## src/rtl/ocb_pkg.sv

```systemverilog
package ocb_pkg;

    localparam int ADR_STATUS   = 0;
    localparam int ADR_BLANK    = 1;
    localparam int ADR_COOL     = 2;
    localparam int ADR_CFG      = 3;
    localparam int ADR_CMD      = 4;
    localparam int ADR_PTR      = 5;
    localparam int ADR_LOG_BASE = 8;

    localparam logic [7:0] EV_ID_TRANSIENT = 8'h01;

    // bit 0 is the last member
    typedef struct packed {
        logic oc_det;
        logic pg_bad;
        logic oc_fault;
        logic in_stat;
        logic out_stat;
        logic sw_off;
    } ocb_status_t;

    typedef struct packed {
        logic mask_flt;
        logic mask_out;
        logic mask_pg;
        logic mask_in;
        logic auto_retry;
    } ocb_cfg_t;

    localparam int ST_W  = $bits(ocb_status_t);
    localparam int CFG_W = $bits(ocb_cfg_t);

    typedef enum logic [1:0] {
        BRK_ON      = 2'd0,
        BRK_COOL    = 2'd1,
        BRK_LATCHED = 2'd2
    } brk_state_e;

    function automatic ocb_status_t trip_set_bits();
        ocb_status_t s;
        s          = '0;
        s.sw_off   = 1'b1;
        s.out_stat = 1'b1;
        s.in_stat  = 1'b1;
        s.oc_fault = 1'b1;
        s.pg_bad   = 1'b1;
        return s;
    endfunction

endpackage

```

## src/rtl/ocb_sync.sv

```systemverilog
module ocb_sync #(
    parameter int W = 2
) (
    input  logic         clk,
    input  logic         rst,
    input  logic [W-1:0] d,
    output logic [W-1:0] q
);
    for (genvar b = 0; b < W; b++) begin : g_bit
        logic [1:0] sh;
        always_ff @(posedge clk) begin
            if (rst) sh <= '0;
            else     sh <= {sh[0], d[b]};
        end
        assign q[b] = sh[1];
    end
endmodule

```

## src/rtl/ocb_tick.sv

```systemverilog
module ocb_tick #(
    parameter int DIV = 8,
    parameter int TSW = 16
) (
    input  logic           clk,
    input  logic           rst,
    output logic           tick,
    output logic [TSW-1:0] stamp
);
    localparam int CW = (DIV > 1) ? $clog2(DIV) : 1;

    logic [CW-1:0] div_q;

    assign tick = (div_q == CW'(DIV - 1));

    always_ff @(posedge clk) begin
        if (rst) begin
            div_q <= '0;
            stamp <= '0;
        end else begin
            div_q <= tick ? '0 : div_q + 1'b1;
            if (tick) stamp <= stamp + 1'b1;
        end
    end
endmodule

```

## src/rtl/ocb_evlog.sv

```systemverilog
module ocb_evlog #(
    parameter int DEPTH = 7,
    parameter int TSW   = 16,
    parameter int PW    = 3
) (
    input  logic           clk,
    input  logic           rst,
    input  logic           ev,
    input  logic [TSW-1:0] stamp,
    input  logic           clr,
    input  logic [PW-1:0]  rd_idx,
    output logic [PW-1:0]  ptr,
    output logic           rd_valid,
    output logic [TSW-1:0] rd_ts
);
    logic [DEPTH-1:0] vld;
    logic [TSW-1:0]   ts_mem [DEPTH];
    logic             wr_ok;

    assign wr_ok = ev && !vld[ptr];

    always_ff @(posedge clk) begin
        if (rst || clr) begin
            vld <= '0;
            ptr <= '0;
        end else if (wr_ok) begin
            for (int i = 0; i < DEPTH; i++) begin
                if (ptr == PW'(i)) begin
                    vld[i]    <= 1'b1;
                    ts_mem[i] <= stamp;
                end
            end
            ptr <= (ptr == PW'(DEPTH - 1)) ? '0 : ptr + 1'b1;
        end
    end

    always_comb begin
        rd_valid = 1'b0;
        rd_ts    = '0;
        for (int i = 0; i < DEPTH; i++) begin
            if (rd_idx == PW'(i)) begin
                rd_valid = vld[i];
                rd_ts    = vld[i] ? ts_mem[i] : '0;
            end
        end
    end
endmodule

```

## src/rtl/ocb_ctrl.sv

```systemverilog
module ocb_ctrl
    import ocb_pkg::*;
#(
    parameter int TW        = 16,
    parameter int DIV       = 8,
    parameter int LOG_DEPTH = 7,
    parameter int TSW       = 16,
    parameter int AW        = 4,
    parameter int DW        = 32,
    parameter int BLANK_RST = 10,
    parameter int COOL_RST  = 20
) (
    input  logic          clk,
    input  logic          rst,
    input  logic          oc_raw,
    input  logic          sc_raw,
    input  logic          reg_wr,
    input  logic [AW-1:0] reg_addr,
    input  logic [DW-1:0] reg_wdata,
    output logic [DW-1:0] reg_rdata,
    output logic          sw_en,
    output logic          pg,
    output logic          alert,
    output logic          fault
);
    localparam int PW = (LOG_DEPTH > 1) ? $clog2(LOG_DEPTH) : 1;

    logic           oc_s, sc_s, over;
    logic           tick;
    logic [TSW-1:0] stamp;

    ocb_sync #(.W(2)) u_sync (
        .clk(clk), .rst(rst), .d({sc_raw, oc_raw}), .q({sc_s, oc_s})
    );

    ocb_tick #(.DIV(DIV), .TSW(TSW)) u_tick (
        .clk(clk), .rst(rst), .tick(tick), .stamp(stamp)
    );

    // host register decode
    logic wr_status, wr_cmd, cmd_clr_flt, cmd_clr_log;
    assign wr_status   = reg_wr && (reg_addr == AW'(ADR_STATUS));
    assign wr_cmd      = reg_wr && (reg_addr == AW'(ADR_CMD));
    assign cmd_clr_flt = wr_cmd && reg_wdata[0];
    assign cmd_clr_log = wr_cmd && reg_wdata[1];

    logic [TW-1:0] blank_q, cool_lim_q;
    ocb_cfg_t      cfg_q;

    always_ff @(posedge clk) begin
        if (rst) begin
            blank_q    <= TW'(BLANK_RST);
            cool_lim_q <= TW'(COOL_RST);
            cfg_q      <= '0;
        end else if (reg_wr) begin
            if (reg_addr == AW'(ADR_BLANK)) blank_q    <= reg_wdata[TW-1:0];
            if (reg_addr == AW'(ADR_COOL))  cool_lim_q <= reg_wdata[TW-1:0];
            if (reg_addr == AW'(ADR_CFG))   cfg_q      <= ocb_cfg_t'(reg_wdata[CFG_W-1:0]);
        end
    end

    // breaker state machine and blanking timer
    brk_state_e    state_q;
    logic [TW-1:0] tmr_q, cool_q;
    logic          ovl_q;
    logic          trip, ev_trans;

    assign over     = oc_s && !sc_s;
    assign trip     = (state_q == BRK_ON) && over && (tmr_q >= blank_q);
    assign ev_trans = (state_q == BRK_ON) && ovl_q && !oc_s;

    always_ff @(posedge clk) begin
        if (rst) begin
            state_q <= BRK_ON;
            tmr_q   <= '0;
            cool_q  <= '0;
            ovl_q   <= 1'b0;
        end else begin
            unique case (state_q)
                BRK_ON: begin
                    if (trip) begin
                        state_q <= cfg_q.auto_retry ? BRK_COOL : BRK_LATCHED;
                        tmr_q   <= '0;
                        cool_q  <= '0;
                        ovl_q   <= 1'b0;
                    end else if (over) begin
                        ovl_q <= 1'b1;
                        if (tick && (tmr_q < blank_q)) tmr_q <= tmr_q + 1'b1;
                    end else if (!oc_s) begin
                        ovl_q <= 1'b0;
                        tmr_q <= '0;
                    end
                end
                BRK_COOL: begin
                    if (cool_q >= cool_lim_q) begin
                        state_q <= BRK_ON;
                        tmr_q   <= '0;
                    end else if (tick) begin
                        cool_q <= cool_q + 1'b1;
                    end
                end
                BRK_LATCHED: begin
                    if (cmd_clr_flt) begin
                        state_q <= BRK_ON;
                        tmr_q   <= '0;
                    end
                end
                default: state_q <= BRK_LATCHED;
            endcase
        end
    end

    // sticky status: a set in the same cycle beats a clear
    ocb_status_t st_q, st_set, st_clr;

    always_comb begin
        st_set = '0;
        if (trip)     st_set = trip_set_bits();
        if (ev_trans) st_set.oc_det = 1'b1;
        st_clr = '0;
        if (wr_status)   st_clr = ocb_status_t'(reg_wdata[ST_W-1:0]);
        if (cmd_clr_flt) st_clr = '1;
    end

    always_ff @(posedge clk) begin
        if (rst) st_q <= '0;
        else     st_q <= ocb_status_t'((st_q & ~st_clr) | st_set);
    end

    // transient event log
    logic [PW-1:0]  log_ptr, rd_idx;
    logic           rd_valid;
    logic [TSW-1:0] rd_ts;

    assign rd_idx = PW'(reg_addr - AW'(ADR_LOG_BASE));

    ocb_evlog #(.DEPTH(LOG_DEPTH), .TSW(TSW), .PW(PW)) u_log (
        .clk(clk), .rst(rst), .ev(ev_trans), .stamp(stamp),
        .clr(cmd_clr_log), .rd_idx(rd_idx), .ptr(log_ptr),
        .rd_valid(rd_valid), .rd_ts(rd_ts)
    );

    // outputs
    assign sw_en = (state_q == BRK_ON) && !trip;
    assign pg    = sw_en;
    assign alert = (st_q.in_stat  && !cfg_q.mask_in)  ||
                   (st_q.pg_bad   && !cfg_q.mask_pg)  ||
                   (st_q.out_stat && !cfg_q.mask_out);
    assign fault = st_q.oc_fault && !cfg_q.mask_flt;

    always_comb begin
        reg_rdata = '0;
        if (reg_addr == AW'(ADR_STATUS))      reg_rdata[ST_W-1:0]  = st_q;
        else if (reg_addr == AW'(ADR_BLANK))  reg_rdata[TW-1:0]    = blank_q;
        else if (reg_addr == AW'(ADR_COOL))   reg_rdata[TW-1:0]    = cool_lim_q;
        else if (reg_addr == AW'(ADR_CFG))    reg_rdata[CFG_W-1:0] = cfg_q;
        else if (reg_addr == AW'(ADR_PTR))    reg_rdata[PW-1:0]    = log_ptr;
        else if (reg_addr >= AW'(ADR_LOG_BASE) && rd_valid) begin
            reg_rdata[DW-1]    = 1'b1;
            reg_rdata[23:16]   = EV_ID_TRANSIENT;
            reg_rdata[TSW-1:0] = rd_ts;
        end
    end

    logic unused_wdata;
    assign unused_wdata = ^reg_wdata;
endmodule

```

## config.mk

```make
export PLATFORM = sky130hd
export DESIGN_NAME = ocb_ctrl
export DESIGN_NICKNAME = d
export VERILOG_FILES = /design/src/rtl/ocb_pkg.sv /design/src/rtl/ocb_sync.sv /design/src/rtl/ocb_tick.sv /design/src/rtl/ocb_evlog.sv /design/src/rtl/ocb_ctrl.sv
export SDC_FILE = /design/constraint.sdc
export NUM_CORES = 1
export LEC_CHECK = 0
export BUFFER_PORTS_ARGS = -buffer_cell sky130_fd_sc_hd__clkbuf_2
export CAP_MARGIN = 20
export CORE_AREA = 3 3 131 133
export DETAILED_ROUTE_END_ITERATION = 8
export DIE_AREA = 0 0 134 136
export PLACE_DENSITY = 0.84
export SLEW_MARGIN = 40
export SYNTH_ARGS = -nofsm -noshare
export SYNTH_HDL_FRONTEND = slang
export SYNTH_SLANG_ARGS = --single-unit
```

## constraint.sdc

```tcl
create_clock -name clk -period 6.5 [get_ports clk]
set_input_delay 0 -clock clk [delete_from_list [all_inputs] [get_ports clk]]
set_output_delay 0 -clock clk [all_outputs]
set_load 0.05 [all_outputs]
```

## Word-level counts from Yosys, hierarchy flattened

Memories as Yosys holds them, arrays and structs flattened.
Cells that the tools add are included.
Widths: inputs -> output; s select.

| operators by class | value |
|---|---|
| add/sub/neg operators | 6 |
| $lt $le $gt $ge | 5 |
| equality and inequality tests | 28 |
| multiplexer cells | 115 |
| bitwise gates (word level) | 3 |
| reductions and logical operators | 55 |

Operators with widths:

| operator | count |
|---|---|
| $mux 16 | 31 |
| $mux 24 | 5 |
| $reduce_or 16->1 | 6 |
| $mux 1 | 52 |
| $add 16x1->16 const B | 3 |
| $pmux 16 s3 | 1 |
| $ge 16x16->1 | 2 |
| $pmux 16 s2 | 1 |
| $mux 3 | 8 |
| $reduce_and 2->1 | 11 |
| $eq 3x3->1 const B | 7 |
| $mux 21 | 1 |
| $mux 19 | 1 |
| $mux 18 | 1 |
| $mux 6 | 3 |
| $logic_and 1x1->1 | 17 |
| $mux 17 | 1 |
| $lt 16x16->1 | 1 |
| $mux 8 | 2 |
| $eq 3x2->1 const B | 4 |
| $mux 5 | 2 |
| $ne 2x2->1 const B | 5 |
| $eq 4x2->1 const B | 2 |
| $eq 4x3->1 const B | 2 |
| 28 further kinds | 43 |

| word-level totals | value |
|---|---|
| bits in registers | 111 |
| memory bits (writable) | 112 |
| input port bits | 41 |
| output and inout bits | 36 |
| logic and storage cells | 242 |
| memories kept | 1 |

Memory list:

| name | words | bits a word | rd ports | clocked after memory_dff | wr ports | RTL line | RTL |
|---|---|---|---|---|---|---|---|
| u_log.ts_mem | 7 | 16 | 7 | 0 | 1 | ocb_evlog.sv:17 | `logic [TSW-1:0] ts_mem [DEPTH];` |

## Longest topological paths before layout

| logic depth | value |
|---|---|
| word-level depth | 21 |
| depth in mapped cells | 12 |
| depth with buffers taken out | 10 |

## Hierarchy

From an unflattened synthesis, not the netlist that was laid out.

| unflattened totals | value |
|---|---|
| cells, all modules | 1,022 |
| area total of the unflattened synthesis | 10,553.9 µm² |

By module, submodules not included:

| module | times used | cells an instance | area each (µm²) | sequential area each (µm²) |
|---|---|---|---|---|
| ocb_ctrl | 1 | 645 | 4,998.5 | 1,561.5 |
| ocb_evlog | 1 | 275 | 4,570.6 | 3,563.4 |
| ocb_tick | 1 | 92 | 864.6 | 380.4 |
| ocb_sync | 1 | 10 | 120.1 | 80.1 |

## Worst setup path before layout

Ideal clock, no wire load.

| timing | value |
|---|---|
| kind | reg-to-reg |
| start | reg state_q[0] |
| end | mem u_log.ts_mem[0][0], enable pin |
| setup time | 434 ps |
| arrival | 2,962 ps |
| data required time | 6,066 ps |
| setup slack | 3,105 ps |
| cell stages (with the launch flop) | 7 |
| path buffers | 1 |
| period minus slack after synthesis | 3,395 ps |
| cells stage by stage | dfxtp_1 inv_1 ha_1 clkbuf_1 nand3b_1 or3_1 nor4_1 |

| between the ends | value |
|---|---|
| word-level cells in the longest chain between the ends | 14 |
| elaborated cells on any way between the ends | 43 |
| those cells by class | mux: 33; reduce/logical: 10 |

RTL lines:

| item | RTL line | RTL |
|---|---|---|
| start, declared | ocb_ctrl.sv:63 | `brk_state_e state_q;` |
| start signal, assigned | ocb_ctrl.sv:82 | `state_q <= cfg_q.auto_retry ? BRK_COOL : BRK_LATCHED;` |
| $logic_not 2->1 (*) | ocb_ctrl.sv:70 | `assign ev_trans = (state_q == BRK_ON) && ovl_q && !oc_s;` |
| $logic_and 1x1->1 (*) (2 in series) | ocb_ctrl.sv:70 |  |
| $logic_and 1x1->1 (*) | ocb_evlog.sv:20 | `assign wr_ok = ev && !vld[ptr];` |
| $mux 1 | ocb_evlog.sv:26 | `end else if (wr_ok) begin` |
| $mux 1 | ocb_evlog.sv:23 | `if (rst \|\| clr) begin` |
| $mux 1 (implied by the code) | ocb_evlog.sv:30 | `ts_mem[i] <= stamp;` |
| $reduce_or 16->1 (no line) | -- |  |
| $mux 3 (no line) or $mux 1 (tied branches) (6 in series) | -- |  |
| end, declared | ocb_evlog.sv:17 |  |

Mark *: on every way between the ends. The rest lies on a longest branch, timed or not.

## Worst setup path in the final report

| timing | value |
|---|---|
| start | reg state_q[0] |
| end | mem u_log.ts_mem[1][5], enable pin |

The elaborated chain is that of the path after synthesis.

==> qor.txt <==
I/O pins - 77
Setup Skew - 17.9 ps
Routed Antenna Nets - 0
CP Capture Type - register
Fillers - 1065
starting density of the core - 0.651
dpl hpwl - 16500 um
switching portion of total power - 0.212
Max clock buf depth - 3
antenna violations before repair - 0
first drt pass iteration count - 6
Max Fclk - 303 MHz
final number of max-transition violations - 0
dominant cell type by area after synthesis - edfxtp_1
WHS Endpoint - cfg_q[3]
ys flop type - edfxtp_1
sequential area share after synthesis - 0.538
crit-path max cell delay - 640 ps
Syn. warnings - 0
Hold Path Stages - 5
Seq pwr share - 0.475
Die Y - 136 um
Clk pwr share - 0.482
Die Area - 18200 um2
# Post-CTS Setup Buffers - 0
Num Clock Sinks - 223
Worst R2R Setup Slack - 3200 ps
PortBufs - 46
Hold Vio Cnt, Final - 0
DR vias - 8340
reg2reg end - u_log.ts_mem[1][5]
Comb pwr share - 0.043
post-route minimum period - 3300 ps
CP Launch Type - register
mux cell area share after synthesis - 0.0157
power per cell area - 263 nW/um2
H-Tree Depth - 1
final setup TNS - 0 ps
CTS tree - done
Reg clk slew, reported paths - 70 ps
Post-synth EDFFs - 112
crit path buf inv count - 2
main combinational cell family by area after synthesis - compound AO/OA/AOI/OAI gates
Final Cycle Share - 0.508
PostCTS Resize Cnt - 0
Synth area leaders - edfxtp_1 32%, dfxtp_1 21%, a21oi_1 5.3%
area share of fa/ha/maj cells after synthesis - 0.0506
Layout Nets - 1141
area share of the largest cell type after synthesis - 0.324
GRT Total Usage - 0.284
Iter 0 DRT Violations - 1109
Internal - 0.00245 W
core area - 15900 um2
leak pwr - 4.23 nW
count leader, synth - nand2_1
simple-gate share of the synthesized area - 0.151
ANT cells - 0
Peak supply drop - 0.211 mV
area added between synthesis and finish - 13.9%
arrival time of the worst setup path - 3520 ps
Post-Route WL - 26200 um
Synth cell types - 62
RSZ-0062 raised after global routing - false
critical path class - reg -> reg
CTS buffer count - 23
largest net degree at the start of global routing - 97
Netlist Area Pre-Place - 10400 um2
maxcap violations - 0
slew margin rel. - 0.466
Critical Path, Cell by Cell - inv_1, ha_1, nand3b_1, a21oi_1, a21boi_0, nand2_1, nor3_2, buf_4
FF+latch count, synth - 223
status - finished, final reports clean
vias in the first global route - 7638
Min-Delay Startpoint - reg_wr
critical path's slowest cell - nor3_2
RD Place Congestion - 0.897
share of cells above drive strength 1 - 0.113
Residual DRC - 0
Congestion Overflow GR - 0
top cell family by delay on the critical path - simple AND/OR/NAND/NOR gates
Worst Path Max Fanout - 10
worst-margin pin slew - 797 ps
fin util - 0.741
row cnt - 46
Synth Area in Compound Gates - 0.179
R2R depth - 8
Synth Area per Inst - 10.2 um2
Post-Syn Instances - 1015
Net Sw Power - 0.000660 W
asr flop ratio synth - 0
DR vias/cell - 6.46
worst-skew pair later-pin latency - 520 ps
first-pass GRT wire length - 40800 um
Die X - 134 um
RR Startpoint - state_q[0]
Clock Root Buffer - clkbuf_16
Post-synth top cells - 117 x nand2_1, 112 x edfxtp_1, 111 x dfxtp_1
WL/cell - 20.3 um
Worst Path Required - 6720 ps
Setup violations, final - 0
Hold/Removal Path Class - in -> reg
Synth Area in XOR/XNOR - 0.0101
-- kinds of logic after synthesis --
kind of cell               after synthesis
buffers and inverters                  133
and+or+nand+nor                        315
other                                    1
xor gates and xnor gates                12
muxes                                   15
DFF                                    223
AOI/OAI and AO/OA                      274
adders and majority gates               42
-- worst max-delay path by stage --
stage | from | endpoint | slack (ps) | cells past startpoint
after floorplan | state_q[0] | u_log.ts_mem[0][0] | 3100 | 6
after global placement | tmr_q[0] | cool_q[11] | 3110 | 10
after detailed placement | state_q[0] | u_log.ts_mem[1][8] | 3250 | 8
after CTS | state_q[0] | u_log.ts_mem[1][7] | 3250 | 8
after global routing | state_q[0] | u_log.ts_mem[1][15] | 2990 | 8
final | state_q[0] | u_log.ts_mem[1][5] | 3200 | 8
-- per-layer routing --
metal | GRT usage | wire [um] | vias up
met1 | 0.413 | 10800 | 3953
met2 | 0.431 | 11600 | 507
met3 | 0.0529 | 2910 | 67
li1 | - | - | 3813
met5 | 0 | 0 | -
met4 | 0.0971 | 819 | 0
-- metrics by stage --
step                      setup slack [ps]  cells  cell area [um2]  hold WS, ps  power (W)
final                                 3200   1291            11800          206    0.00311
after global routing                  2990   1291            11800          219    0.00318
after CTS                             3250   1291            11800          177    0.00311
after detailed placement              3250   1230            10700          217    0.00163
after global placement                3110   1229            10700          219    0.00162
after floorplan                       3100   1028            10400          118    0.00160
-- area by class of cell --
type / count / area (um2) / share of cell area
inverters: 59 / 221 / 0.0187
repair buffers: 79 / 533 / 0.0451
multi-input cells: 672 / 4340 / 0.367
flip-flops and latches: 223 / 5590 / 0.473
clock buffers: 29 / 638 / 0.0540
well taps: 216 / 270 / 0.0229
clock inverters: 13 / 236 / 0.0200
-- power groups by stage --
stage / registers [W] / logic (W) / clock network [W]
finish: 0.00148 / 0.000134 / 0.00150
global route: 0.00148 / 0.000144 / 0.00156
CTS: 0.00148 / 0.000131 / 0.00151
detailed placement: 0.00151 / 0.000120 / 0
global placement: 0.00151 / 0.000118 / 0
floorplan: 0.00150 / 0.0000922 / 0
-- flip-flops by register name, indices dropped and copies added, names as in the netlist --
signal and flops:
blank_q 16, cfg_q 5, cool_lim_q 16, cool_q 16
ovl_q 1, st_q 6, state_q 2, tmr_q 16
u_log.ptr 3, u_log.ts_mem 112, u_log.vld 7, u_sync.g_bit.sh 4
u_tick.div_q 3, u_tick.stamp 16
-- placed cells by master, fill, tap and decap left out, types with 15 or more instances in the layout --
cell type      instances
ha_1                  42
nor2_1                46
and3_1                19
o31ai_1               17
a221oi_1              18
edfxtp_1             112
a21oi_1              109
clkbuf_2              45
dlygate4sd3_1         19
or4_1                 15
nand2_1              117
clkbuf_16             23
nand3_1               31
or3_1                 20
inv_1                 59
o21ai_0               32
dfxtp_1              111
-- repair_timing --
item | 4_1_cts | 5_1_grt
setup endpoints to repair | 0 | 0
endpoints found under the hold margin | 45 | 0
hold buffers | 19 | 0
-- worst reg2reg max path, stage by stage, from the launching register on --
cell and delay (ps):
dfxtp_1 350, inv_1 90, ha_1 340, nand3b_1 260
a21oi_1 360, a21boi_0 500, nand2_1 130, nor3_2 640
buf_4 350
(Power assumes the default switching activity.)
